<file path="src/rtl/gfx_overlay_mixer.sv">
module gfx_overlay_mixer #(
  parameter int H_PIXELS = 64,
  parameter int V_LINES  = 16,
  localparam int HW  = $clog2(H_PIXELS),
  localparam int VW  = $clog2(V_LINES),
  localparam int BPL = H_PIXELS / 8,
  localparam int AW  = $clog2(BPL * V_LINES)
) (
  input  logic          clk,
  input  logic          rst_n,
  input  logic [HW-1:0] h_cnt,
  input  logic [VW-1:0] v_cnt,
  input  logic          de_in,
  input  logic [1:0]    blend_mode,
  input  logic [2:0]    chr_rgb,
  input  logic [2:0]    bg_rgb,
  output logic [AW-1:0] plane_addr,
  input  logic [7:0]    red_byte,
  input  logic [7:0]    grn_byte,
  input  logic [7:0]    blu_byte,
  output logic [2:0]    pix_rgb
);

  logic [2:0] sel_q;
  logic [2:0] chr_q;
  logic [2:0] bg_q;
  logic [1:0] mode_q;
  logic       de_q;
  logic [2:0] gfx_bit;
  logic [2:0] mix;
  logic [7:0] plane [3];

  assign plane_addr = AW'(v_cnt * BPL + (h_cnt >> 3));

  always_ff @(posedge clk or negedge rst_n) begin
    if (!rst_n) begin
      sel_q  <= '0;
      chr_q  <= '0;
      bg_q   <= '0;
      mode_q <= '0;
      de_q   <= 1'b0;
    end else begin
      sel_q  <= h_cnt[2:0];
      chr_q  <= chr_rgb;
      bg_q   <= bg_rgb;
      mode_q <= blend_mode;
      de_q   <= de_in;
    end
  end

  assign plane[2] = red_byte;
  assign plane[1] = grn_byte;
  assign plane[0] = blu_byte;

  for (genvar p = 0; p < 3; p++) begin : g_plane
    assign gfx_bit[p] = plane[p][3'd7 - sel_q];
    always_comb begin
      unique case (mode_q)
        2'b00:   mix[p] = gfx_bit[p] | chr_q[p];
        2'b01:   mix[p] = gfx_bit[p] & chr_q[p];
        2'b10:   mix[p] = ~(gfx_bit[p] & chr_q[p]);
        default: mix[p] = gfx_bit[p] ^ chr_q[p];
      endcase
    end
  end

  always_ff @(posedge clk or negedge rst_n) begin
    if (!rst_n)         pix_rgb <= '0;
    else if (!de_q)     pix_rgb <= '0;
    else if (mix == '0) pix_rgb <= bg_q;
    else                pix_rgb <= mix;
  end

endmodule

</file>
<file path="config.mk">
export PLATFORM = sky130hd
export DESIGN_NAME = gfx_overlay_mixer
export DESIGN_NICKNAME = d
export VERILOG_FILES = /design/src/rtl/gfx_overlay_mixer.sv
export SDC_FILE = /design/constraint.sdc
export NUM_CORES = 1
export LEC_CHECK = 0
export BUFFER_PORTS_ARGS = -buffer_cell sky130_fd_sc_hd__buf_2
export CORE_MARGIN = 10
export CORE_UTILIZATION = 41
export CTS_CLUSTER_SIZE = 10
export DETAILED_ROUTE_END_ITERATION = 6
export PLACE_DENSITY_LB_ADDON = 0.1
export SYNTH_ARGS = -nofsm -noshare
export SYNTH_HDL_FRONTEND = slang
export SYNTH_SLANG_ARGS = --single-unit
</file>
<file path="constraint.sdc">
create_clock -name clk -period 2.45 [get_ports clk]
set_input_delay 0 -clock clk [delete_from_list [all_inputs] [get_ports clk]]
set_output_delay 0 -clock clk [all_outputs]
set_load 0.01 [all_outputs]
</file>
## Word level (Yosys, flattened, before mapping)

Index checks and enable logic that the tools add are counted.
Widths: inputs -> output; s select.

- Bits in registers: 15
- Output and inout bits: 10
- Word-level logic and storage cells: 36

- Add/subtract/negate cells: 2
- $lt $le $gt $ge: 1
- Eq/ne operators: 2
- Mux-type cells: 11
- Bitwise logic cells: 12
- Reduce and logical (&&, ||, !) cells: 2

Operators with widths:

| kind | number |
|---|---|
| $bmux 1 s3 | 3 |
| $pmux 1 s3 | 3 |
| $add 7x3->7 | 1 |
| $mux 3 | 2 |
| $lt 3x4->1 const B | 1 |
| $and 1x1->1 | 3 |
| $logic_not 3->1 | 1 |
| $mux 1 | 3 |
| $not 1->1 | 3 |
| $or 1x1->1 | 3 |
| $sub 3x3->3 const A | 1 |
| $xor 1x1->1 | 3 |
| $eq 2x1->1 const B | 1 |
| $eq 2x2->1 const B | 1 |
| $logic_not 2->1 | 1 |

## Logic depth before layout (Yosys ltp)

- Word-level depth: 9
- Depth in mapped cells: 10
- Mapped depth without buffers: 9

## Worst setup path before layout

OpenSTA, ideal clock, no wires.

- Path type: reg-to-reg
- Start: register sel_q[0]
- End: register pix_rgb[0]
- Data arrival time: 1,902 ps
- Setup slack: 470 ps
- Stages on the path, launching flop included: 10
- Buffers on the path: 1
- Period minus slack after synthesis: 1,980 ps
- Cells stage by stage: dfrtp_1 > buf_6 > mux4_2 > mux2i_1 > ha_1 > nand2_1 > o21ai_0 > a21oi_1 > nand3_1 > a21boi_1

- Cells in the longest elaborated chain, start to end: 9
- Elaborated cells on any way between the ends: 25

RTL lines:

| what | RTL line | source |
|---|---|---|
| start: declaration | 24 | `logic [2:0] sel_q;` |
| start signal: assignment | 43 | `sel_q <= h_cnt[2:0];` |
| $sub 3x3->3 * | 56 | `assign gfx_bit[p] = plane[p][3'd7 - sel_q];` |
| $bmux 1 s3 | 56 |  |
| $mux 1 (not written as such) | 56 |  |
| $and 1x1->1 | 60, 61 |  |
| $not 1->1 | 61 | `2'b10: mix[p] = ~(gfx_bit[p] & chr_q[p]);` |
| $pmux 1 s3 | 58 | `unique case (mode_q)` |
| $logic_not 3->1 | 70 | `else if (mix == '0) pix_rgb <= bg_q;` |
| $mux 3 * | 70 |  |
| $mux 3 * | 69 | `else if (!de_q) pix_rgb <= '0;` |
| end signal: assignment | 70 |  |
| end signal: assignment | 71 | `else pix_rgb <= mix;` |
| end: declaration | 21 | `output logic [2:0] pix_rgb` |

Every way passes the cells marked *; elsewhere a longest branch is shown, timed or not. The select of a mux whose other input is x is not followed.

## Final worst setup path

- Start: register sel_q[0]
- End: register pix_rgb[2]

Same word-level chain as after synthesis.

==> flow_summary.json <==
{
  "status": "finished, final reports clean",
  "ys_types": 17,
  "finalInstanceArea_um2": 1160,
  "cp-end-kind": "register",
  "grt_pass1_vias": 747,
  "required_ps": 2670,
  "setup_ws_ps": 199,
  "post-dp-hpwl_um": 1520,
  "fmax_ghz": 0.444,
  "synth_area_um2": 837,
  "p_per_area_nw_per_um2": 463,
  "placed_cell_area_um2": 1000,
  "tightest_slew_ps": 322,
  "fin_crit_sh_pct": 91.9,
  "yosysWarnings": 0,
  "synth_cells": 68,
  "crit_family": "multiplexers",
  "hold_violations": 0,
  "cts_root_buf": "clkbuf_4",
  "clk_latency_ps": 290,
  "drive_above_1_share_pct": 44.8,
  "final_cells": 143,
  "finClkSkew_ps": 4.13,
  "grt_first_pass_wirelength_um": 3230,
  "vias": 658,
  "relSlewSlack_pct": 78.5,
  "die_w_um": 65.2,
  "drc_errors": 0,
  "slowest_delay_ps": 530,
  "numCtsBuffers": 3,
  "met3_usage_pct": 3.22,
  "grt_max_degree": 16,
  "io_buffers": 40,
  "met1_usage_pct": 8.56,
  "ys_seq_elements": 15,
  "crit_start": "sel_q[0]$_DFF_PN0_",
  "via_per_inst": 4.60,
  "final_common_cell": "buf_2",
  "fp.dieArea_um2": 4250,
  "clock-sinks": 15,
  "reg2reg_slack_ps": 200,
  "layout_common_cells": "40 x buf_2, 14 x dfrtp_1, 13 x dlygate4sd3_1, 7 x inv_1",
  "drv_cap": 0,
  "grt.busiest_layer": "met2",
  "crit_fanout": 6,
  "holdPathEnd": "plane_addr[1]",
  "nets": 168,
  "grt_overflow_total": 0,
  "clkSlewWorstSetupHoldPaths_ps": 90,
  "r2r_start": "sel_q[0]$_DFF_PN0_",
  "min_path_cells": 0,
  "wl_per_cell_um": 14.2,
  "reg2regPathDepth": 9,
  "drt.antenna.violating_nets": 0,
  "core_area_um2": 1940,
  "syn_nets": 119,
  "syn2layout_area_growth_pct": 39.2,
  "die_y_um": 65.2,
  "start_util_pct": 43.1,
  "rsz0062_at_grt": "no",
  "track_usage_pct": 9.65,
  "clock_path_buffers": 2,
  "crit_path_cell_trace": "mux4_2, mux2i_1, inv_1, ha_1, nor2b_1, nor3_1, a21oi_1, nand3_1, a21boi_1",
  "num_io_pins": 55,
  "h-tree-depth": 1,
  "rows": 16,
  "whs_ps": 0.00445,
  "synth-seq-area-share_pct": 44.8,
  "crit_arrival_ps": 2470,
  "antenna_found_initial": 0,
  "ir_worst_vdd_v": 0.000392,
  "cpMaxStageDelayCell": "mux4_2",
  "dp.cells": 126,
  "initialDrtViolationCount": 10,
  "crit_buf_inv": 1,
  "hold_path_startpoint": "h_cnt[4]",
  "hold_class": "input port to primary output",
  "syn_avg_cell_area_um2": 12.3,
  "start_kind": "register",
  "r2r_end": "pix_rgb[2]$_DFF_PN0_",
  "cts_tree": "built",
  "leakage_nw": 0.590,
  "report.final.slew_viol_count": 0,
  "setup_violations": 0,
  "fin_setup_tns_ps": 0,
  "crit_type": "register to register",
  "first_pass_iters": 2,
  "fin_crit_ps": 2250,
  "pre_cts_ws_ps": 106,
  "wirelength_um": 2030,
  "met2_usage_pct": 19.1,
  "gp_congestion": 0.716,
  "num_antenna_cells": 0
}
## worst max-delay path by stage
stage	slack [ps]	endpoint	depth (start not counted)
2_1_floorplan	470	pix_rgb[0]$_DFF_PN0_	9
3_3_place_gp	130	pix_rgb[2]$_DFF_PN0_	8
3_5_place_dp	110	pix_rgb[0]$_DFF_PN0_	9
4_1_cts	60	pix_rgb[0]$_DFF_PN0_	9
5_1_grt	10	pix_rgb[2]$_DFF_PN0_	9
6_report	200	pix_rgb[2]$_DFF_PN0_	9
## through the flow
stage,total power [mW],util (%)
final,0.540,60.0
after global placement,0.382,51.6
after global routing,0.575,60.0
after detailed placement,0.385,51.6
after floorplan,0.351,-
after CTS,0.542,59.7
## per-layer routing
| metal | wire length, um | vias up |
|---|---|---|
| met5 | 0 | - |
| met3 | 97 | 4 |
| met2 | 1240 | 14 |
| li1 | - | 327 |
| met1 | 668 | 313 |
| met4 | 27 | 0 |
## flip-flops by register name, summed over array words and instances, names as in the netlist
| name | flops |
|---|---|
| chr_q | 3 |
| sel_q | 3 |
| pix_rgb | 3 |
| de_q | 1 |
| mode_q | 2 |
| bg_q | 3 |
## power by group
group / internal [mW] / switching [mW] / leakage [nW]
sequential: 0.263 / 0.0132 / 0.177
clock: 0.0607 / 0.0801 / 0.0177
combinational: 0.0750 / 0.0480 / 0.396
## synthesized netlist by cell type, drive strengths merged
library cell / count / area share, %
nor2b: 4 / 3.0
nand2: 3 / 1.3
nor3: 2 / 1.2
o211ai: 1 / 0.90
nand3: 3 / 1.8
a21boi: 3 / 2.7
ha: 6 / 9.0
mux4: 6 / 16
dfrtp: 15 / 45
o21ai: 3 / 1.8
inv: 7 / 3.1
buf: 9 / 8.2
mux2i: 4 / 4.8
a21oi: 2 / 1.2
## what timing repair did
item,in CTS,in global routing
hold buffers,13,0
endpoints found under the setup margin,0,3
resized for setup,0,2
endpoints found under the hold margin,27,0
buffers inserted,0,0
## cells by family after synthesis
group,synth area share [%]
mux,20.9
buf+inv,11.4
fa+ha+maj,8.97
simple gates,7.32
compound gates,6.58
flops,44.8
## area by class of cell
cell class	count	area, um2
clock buffers	3	22.5
clock inverters	1	5.00
multi-input cells	37	370
well taps	27	33.8
repair buffers	53	330
flip-flops and latches	15	377
inverters	7	26.3
fillers	165	777
Note: power is estimated with default switching activity, not from simulation.
